<file path="src/rtl/pog_pkg.sv">
package pog_pkg;

   localparam int unsigned POG_MAX_TICKS = 100000;
   localparam int          POG_CODE_W    = 4;
   localparam int          POG_CODE_MAX  = 9;
   localparam int          POG_CNT_W     = $clog2(POG_MAX_TICKS + 1);

   typedef enum logic [1:0] {
      POG_REG_DATA  = 2'd0,
      POG_REG_SEL   = 2'd1,
      POG_REG_WIDTH = 2'd2,
      POG_REG_NONE  = 2'd3
   } pog_reg_e;

   // Width code to tick count; callers only pass legal codes.
   function automatic logic [POG_CNT_W-1:0] pog_code_ticks(input logic [POG_CODE_W-1:0] code);
      logic [POG_CNT_W-1:0] t;
      case (code)
         4'd0:    t = POG_CNT_W'(1);
         4'd1:    t = POG_CNT_W'(10);
         4'd2:    t = POG_CNT_W'(100);
         4'd3:    t = POG_CNT_W'(1000);
         4'd4:    t = POG_CNT_W'(2000);
         4'd5:    t = POG_CNT_W'(5000);
         4'd6:    t = POG_CNT_W'(10000);
         4'd7:    t = POG_CNT_W'(20000);
         4'd8:    t = POG_CNT_W'(50000);
         default: t = POG_CNT_W'(100000);
      endcase
      return t;
   endfunction

endpackage

</file>
<file path="src/rtl/pog_tick_gen.sv">
module pog_tick_gen #(
   parameter int TICK_DIV = 50000
) (
   input  logic clk,
   input  logic rst_n,
   output logic tick
);
   localparam int DIV_W = (TICK_DIV > 1) ? $clog2(TICK_DIV) : 1;
   localparam logic [DIV_W-1:0] LAST = DIV_W'(TICK_DIV - 1);

   logic [DIV_W-1:0] div_cnt;

   always_ff @(posedge clk) begin
      if (!rst_n)
         div_cnt <= '0;
      else if (div_cnt == LAST)
         div_cnt <= '0;
      else
         div_cnt <= div_cnt + 1'b1;
   end

   assign tick = (div_cnt == LAST);
endmodule

</file>
<file path="src/rtl/pog_code_reg.sv">
module pog_code_reg
   import pog_pkg::*;
(
   input  logic                  clk,
   input  logic                  rst_n,
   input  logic                  we,
   input  logic [POG_CODE_W-1:0] wcode,
   output logic [POG_CODE_W-1:0] code_q,
   output logic [POG_CNT_W-1:0]  width_ticks
);
   logic legal;
   assign legal = (wcode <= POG_CODE_W'(POG_CODE_MAX));

   always_ff @(posedge clk) begin
      if (!rst_n)
         code_q <= '0;
      else if (we && legal)
         code_q <= wcode;
   end

   assign width_ticks = pog_code_ticks(code_q);
endmodule

</file>
<file path="src/rtl/pog_bit_cell.sv">
module pog_bit_cell #(
   parameter int CNT_W = 17
) (
   input  logic             clk,
   input  logic             rst_n,
   input  logic             tick,
   input  logic             pulse_mode,
   input  logic             sel_drop,
   input  logic             data_we,
   input  logic             data_wbit,
   input  logic [CNT_W-1:0] load_ticks,
   output logic             bit_q
);
   logic [CNT_W-1:0] remain;
   logic             running;

   assign running = (remain != '0);

   always_ff @(posedge clk) begin
      if (!rst_n) begin
         bit_q  <= 1'b0;
         remain <= '0;
      end else if (data_we && !pulse_mode) begin
         bit_q  <= data_wbit;
         remain <= '0;
      end else if (data_we && !data_wbit) begin
         bit_q  <= 1'b0;
         remain <= '0;
      end else if (data_we && !running) begin
         bit_q  <= 1'b1;
         remain <= load_ticks;
      end else if (sel_drop) begin
         remain <= '0;
      end else if (running && tick) begin
         if (remain == CNT_W'(1)) begin
            bit_q  <= 1'b0;
            remain <= '0;
         end else begin
            remain <= remain - 1'b1;
         end
      end
   end
endmodule

</file>
<file path="src/rtl/pulse_out_group.sv">
module pulse_out_group
   import pog_pkg::*;
#(
   parameter int NBITS    = 32,
   parameter int TICK_DIV = 50000
) (
   input  logic                  clk,
   input  logic                  rst_n,
   input  logic                  wr_en,
   input  logic [1:0]            wr_addr,
   input  logic [NBITS-1:0]      wr_data,
   output logic [NBITS-1:0]      dout,
   output logic [NBITS-1:0]      sel_q,
   output logic [POG_CODE_W-1:0] code_q
);
   if (NBITS < POG_CODE_W) begin : g_bad_nbits
      $error("pulse_out_group: NBITS must be at least %0d", POG_CODE_W);
   end
   if (TICK_DIV < 1) begin : g_bad_div
      $error("pulse_out_group: TICK_DIV must be at least 1");
   end

   logic                 we_data, we_sel, we_width;
   logic                 ms_tick;
   logic [POG_CNT_W-1:0] width_ticks;
   logic [NBITS-1:0]     sel_drop;

   assign we_data  = wr_en && (pog_reg_e'(wr_addr) == POG_REG_DATA);
   assign we_sel   = wr_en && (pog_reg_e'(wr_addr) == POG_REG_SEL);
   assign we_width = wr_en && (pog_reg_e'(wr_addr) == POG_REG_WIDTH);

   always_ff @(posedge clk) begin
      if (!rst_n)
         sel_q <= '0;
      else if (we_sel)
         sel_q <= wr_data;
   end

   assign sel_drop = we_sel ? (sel_q & ~wr_data) : '0;

   pog_tick_gen #(.TICK_DIV(TICK_DIV)) u_tick (
      .clk   (clk),
      .rst_n (rst_n),
      .tick  (ms_tick)
   );

   pog_code_reg u_code (
      .clk         (clk),
      .rst_n       (rst_n),
      .we          (we_width),
      .wcode       (wr_data[POG_CODE_W-1:0]),
      .code_q      (code_q),
      .width_ticks (width_ticks)
   );

   for (genvar i = 0; i < NBITS; i++) begin : g_cell
      pog_bit_cell #(.CNT_W(POG_CNT_W)) u_cell (
         .clk        (clk),
         .rst_n      (rst_n),
         .tick       (ms_tick),
         .pulse_mode (sel_q[i]),
         .sel_drop   (sel_drop[i]),
         .data_we    (we_data),
         .data_wbit  (wr_data[i]),
         .load_ticks (width_ticks),
         .bit_q      (dout[i])
      );
   end
endmodule

</file>
<file path="config.mk">
export PLATFORM = sky130hd
export DESIGN_NAME = pulse_out_group
export DESIGN_NICKNAME = d
export VERILOG_FILES = /design/src/rtl/pog_pkg.sv /design/src/rtl/pog_tick_gen.sv /design/src/rtl/pog_code_reg.sv /design/src/rtl/pog_bit_cell.sv /design/src/rtl/pulse_out_group.sv
export SDC_FILE = /design/constraint.sdc
export NUM_CORES = 2
export LEC_CHECK = 0
export BUFFER_PORTS_ARGS = -buffer_cell sky130_fd_sc_hd__clkbuf_2
export CAP_MARGIN = 25
export CORE_MARGIN = 2
export CORE_UTILIZATION = 55
export CTS_BUF_LIST = sky130_fd_sc_hd__clkbuf_2 sky130_fd_sc_hd__clkbuf_4 sky130_fd_sc_hd__clkbuf_8
export DETAILED_ROUTE_END_ITERATION = 8
export MAX_ROUTING_LAYER = met4
export PLACE_DENSITY = 0.74
export RECOVER_POWER = 50
export SLEW_MARGIN = 20
export SYNTH_ARGS = -nofsm -noshare
export SYNTH_HDL_FRONTEND = slang
export SYNTH_HIERARCHICAL = 1
export SYNTH_SLANG_ARGS = --single-unit
</file>
<file path="constraint.sdc">
create_clock -name clk -period 21.8 [get_ports clk]
set_clock_uncertainty 0.1 [all_clocks]
set_input_delay 2.18 -clock clk [delete_from_list [all_inputs] [get_ports clk]]
set_output_delay 2.18 -clock clk [all_outputs]
set_load 0.01 [all_outputs]
</file>
==> impl_results.md <==
* Outcome: complete, but fails checks
* Failing checks: max-capacitance violations, max-slew violations
* Measured slew at the worst slew-check pin at roughly 3400 ps
* Avg Inst Size Synth at roughly 8 µm²
* R2r worst-path depth at 8
* Share of cells above drive strength 1 at 11.1%
* Ports at 105
* Routed vias at roughly 48,000
* Largest net degree at the start of global routing at 117
* Synth Instances at about 5,700
* Worst-path clk slew at 60 ps
* Hold Path Stages at 2
* Data arrival, critical path at approximately 8600 ps
* Antenna-violating nets left at 0
* MaxCap Viol Count at 3
* Die footprint at roughly 86,000 µm²
* Async S/R FF share, synth at 0%
* Worst hold endpoint: g_cell[0].u_cell/bit_q
* GRT Util Overall at between 30% and 40%
* Startpoint types: input pin
* Worst rel slew slack at -130%
* Post-Layout Cell Count at 6,914
* Mapped Area at about 46,000 µm²
* RSZ-0062 raised after global routing: false
* Fill cells at 7,493
* # setup viols final at 0
* Post-CTS setup buffer count at 0
* FF+latch count, synth at 645
* Area post-placement at 46,500 µm²
* Area occupied by multi-input gates at 30,800 µm²
* H-tree depth at 3
* Synth top area share at 28.2%
* DP Wirelength at 95,700 µm
* Starting DRT DRC Count at between 4,000 and 5,000
* Commonest non-fill, non-tap cell in the layout: dfxtp_1
* Area Growth Syn to Fin at 7.22%
* Die height at 293 µm
* Ranking of synthesized cells by area: dfxtp_1 (28%), a21oi_1 (5.1%), nor2_1 (4.7%), o21ai_0 (3.6%), a211oi_1 (3.5%)
* Slew Limit Fails at around 190
* Fin crit share at approximately 37%
* Global route overflow at 0
* Reg2reg end: g_cell[9].u_cell/remain[7]
* CTS Hold Bufs at 0
* R2R setup slack at 17,740 ps
* Crit path kind: input pin to flop
* HP Class: flop to flop
* Hold_sp: g_cell[0].u_cell/bit_q
* Crit path required time at 22,380 ps
* Post-route cell area at 49,100 µm²
* Detailed Routing Iterations Pass 1 at 7
* Via count of the first global-routing pass at 44,600
* Crit. End Element: flop
* Worst skew pair latency at 780 ps
* Quantity of I/O buffers inserted on ports at 104
* Vias per Instance at 7.01
* Clock Sinks at 645
* Min Tclk post-route at ~8000 ps
* Nets at 5,844
* CTS tree: yes
* Seq/Total Area, Yosys at 28.2%
* Final Hold Viols at 0
* Routed WL at 154,000 µm
* # rows at 105
* Worst IR Drop VDD at 66.8 µV
* Post-cts resize count at 0
* Setup TNS at 0 ps
* Max clock buf depth at 3
* Global-route wire length before repair at 244,000 µm
* Synth area leader: dfxtp_1
* Synthesized net count at about 5,800
* Die Wd at 293 µm
* Unique masters post-synth at 80
* Ys Warns at 6
* Dominant synthesized flop cell: dfxtp_1
* Starting Density at 55.7%
* Reg-to-reg startpoint: u_tick/div_cnt[0]
* Highest Clock Rate at ~0.13 GHz
* Cells after DPL at 6,689
* Power Density at 74.3 nW/µm²
* Final GP Congestion at 0.981
* Clock root cell: clkbuf_8
* Leak at 18.0 nW
* Total CTS buffers at 116
* EDFF count, synth at 0
* Sequential Area at 13,000 µm²
* Critical Path Fanout Max at 74
* Initial antenna violation count at 3
* Wire length per cell at 22.2 µm
* Most frequent cells in the layout: dfxtp_1 (628), nor2_1 (576), a21oi_1 (467)
* Core area at 82,200 µm²
* Drt drc at 0
==> sequential cells by signal, summed over array words and instances, names as in the netlist <==
signal	cells
g_cell.u_cell/bit_q	32
g_cell.u_cell/remain	544
sel_q	32
u_code/code_q	4
u_code/width_ticks	17
u_tick/div_cnt	16
==> cells in the mapped netlist, drive strengths merged, types with 18 or more instances <==
master / n
a41oi: 30
a21oi: 485
inv: 182
o41ai: 34
nand3b: 18
dfxtp: 645
o22ai: 20
clkbuf: 147
and4: 60
nand4: 112
nor2: 610
nor4: 310
mux2: 32
o2111ai: 18
a21o: 18
mux2i: 66
ha: 65
a22o: 31
nand3: 217
a221oi: 33
xnor2: 56
o211ai: 182
or4b: 47
a31oi: 97
and3: 66
nand2b: 32
o21ai: 347
buf: 111
a22oi: 30
a32oi: 49
xor2: 21
nor4b: 63
nor3: 305
a211oi: 214
nor2b: 33
or3: 50
or4: 147
nor3b: 33
and2: 68
nand4b: 32
nand2: 439
==> power breakdown <==
group	total, W	internal, W	switching, W	leakage, nW
combinational	0.00101	0.000366	0.000644	11.4
clock	0.00131	0.000765	0.000546	1.43
sequential	0.00133	0.00123	0.0000929	5.24
total	0.00365	0.00236	0.00128	18.0
==> worst max path at each step <==
stage,startpoint,to,slack [ps],depth (start not counted)
detailed placement,wr_addr[1],g_cell[22].u_cell/remain[11],15640,9
CTS,wr_addr[1],g_cell[22].u_cell/remain[11],16470,9
floorplan,wr_addr[1],g_cell[0].u_cell/remain[11],12890,6
global route,rst_n,g_cell[17].u_cell/remain[10],13450,6
global placement,wr_addr[1],g_cell[15].u_cell/remain[11],15730,9
finish,rst_n,g_cell[26].u_cell/remain[12],13800,6
==> final cells by class <==
cell class | instances | area share, %
tap | 1070 | 2.73
clock buffer | 169 | 4.47
antenna | 5 | 0.0255
multi-input combinational | 4659 | 62.6
clock inverter | 46 | 0.994
sequential | 645 | 26.4
inverter | 182 | 1.40
timing repair buffer | 138 | 1.34
==> critical path, cell delays in order <==
cell and delay (ps):
clkbuf_1 2370, clkbuf_1 2210, a21bo_1 520, nor3_1 940
a21oi_1 160, nor3_1 160
==> cell families (layout without fill, tap and decap cells) <==
group / after synthesis / after routing / synth area share [%]
multiplexers: 98 / 98 / 2.49
buffers and inverters: 440 / 535 / 4.55
AND/OR/NAND/NOR: 2649 / 2649 / 35.0
other: 0 / 5 / 0
AO/OA/AOI/OAI: 1770 / 1770 / 26.5
XOR/XNOR: 77 / 77 / 1.47
adder cells (fa/ha/maj): 65 / 65 / 1.78
flip-flops: 645 / 645 / 28.2
==> metrics by stage <==
stage                     hold WS, ps  util, %  power, W  setup slack [ps]
after floorplan                   340        -   0.00210             12890
after CTS                         364     59.8   0.00364             16470
final                             361     59.7   0.00365             13800
after global routing              387     59.7   0.00383             13450
after global placement            349     56.5   0.00232             15730
after detailed placement          356     56.6   0.00233             15640
==> layer usage <==
metal	routed length, µm	part of all wire, %	track usage, %
met5	0	0	-
met2	66400	43	52.6
met1	63500	41	46.8
met4	6430	4.2	15.5
met3	17300	11	6.93
No activity file was read; power rests on OpenSTA's default activity.
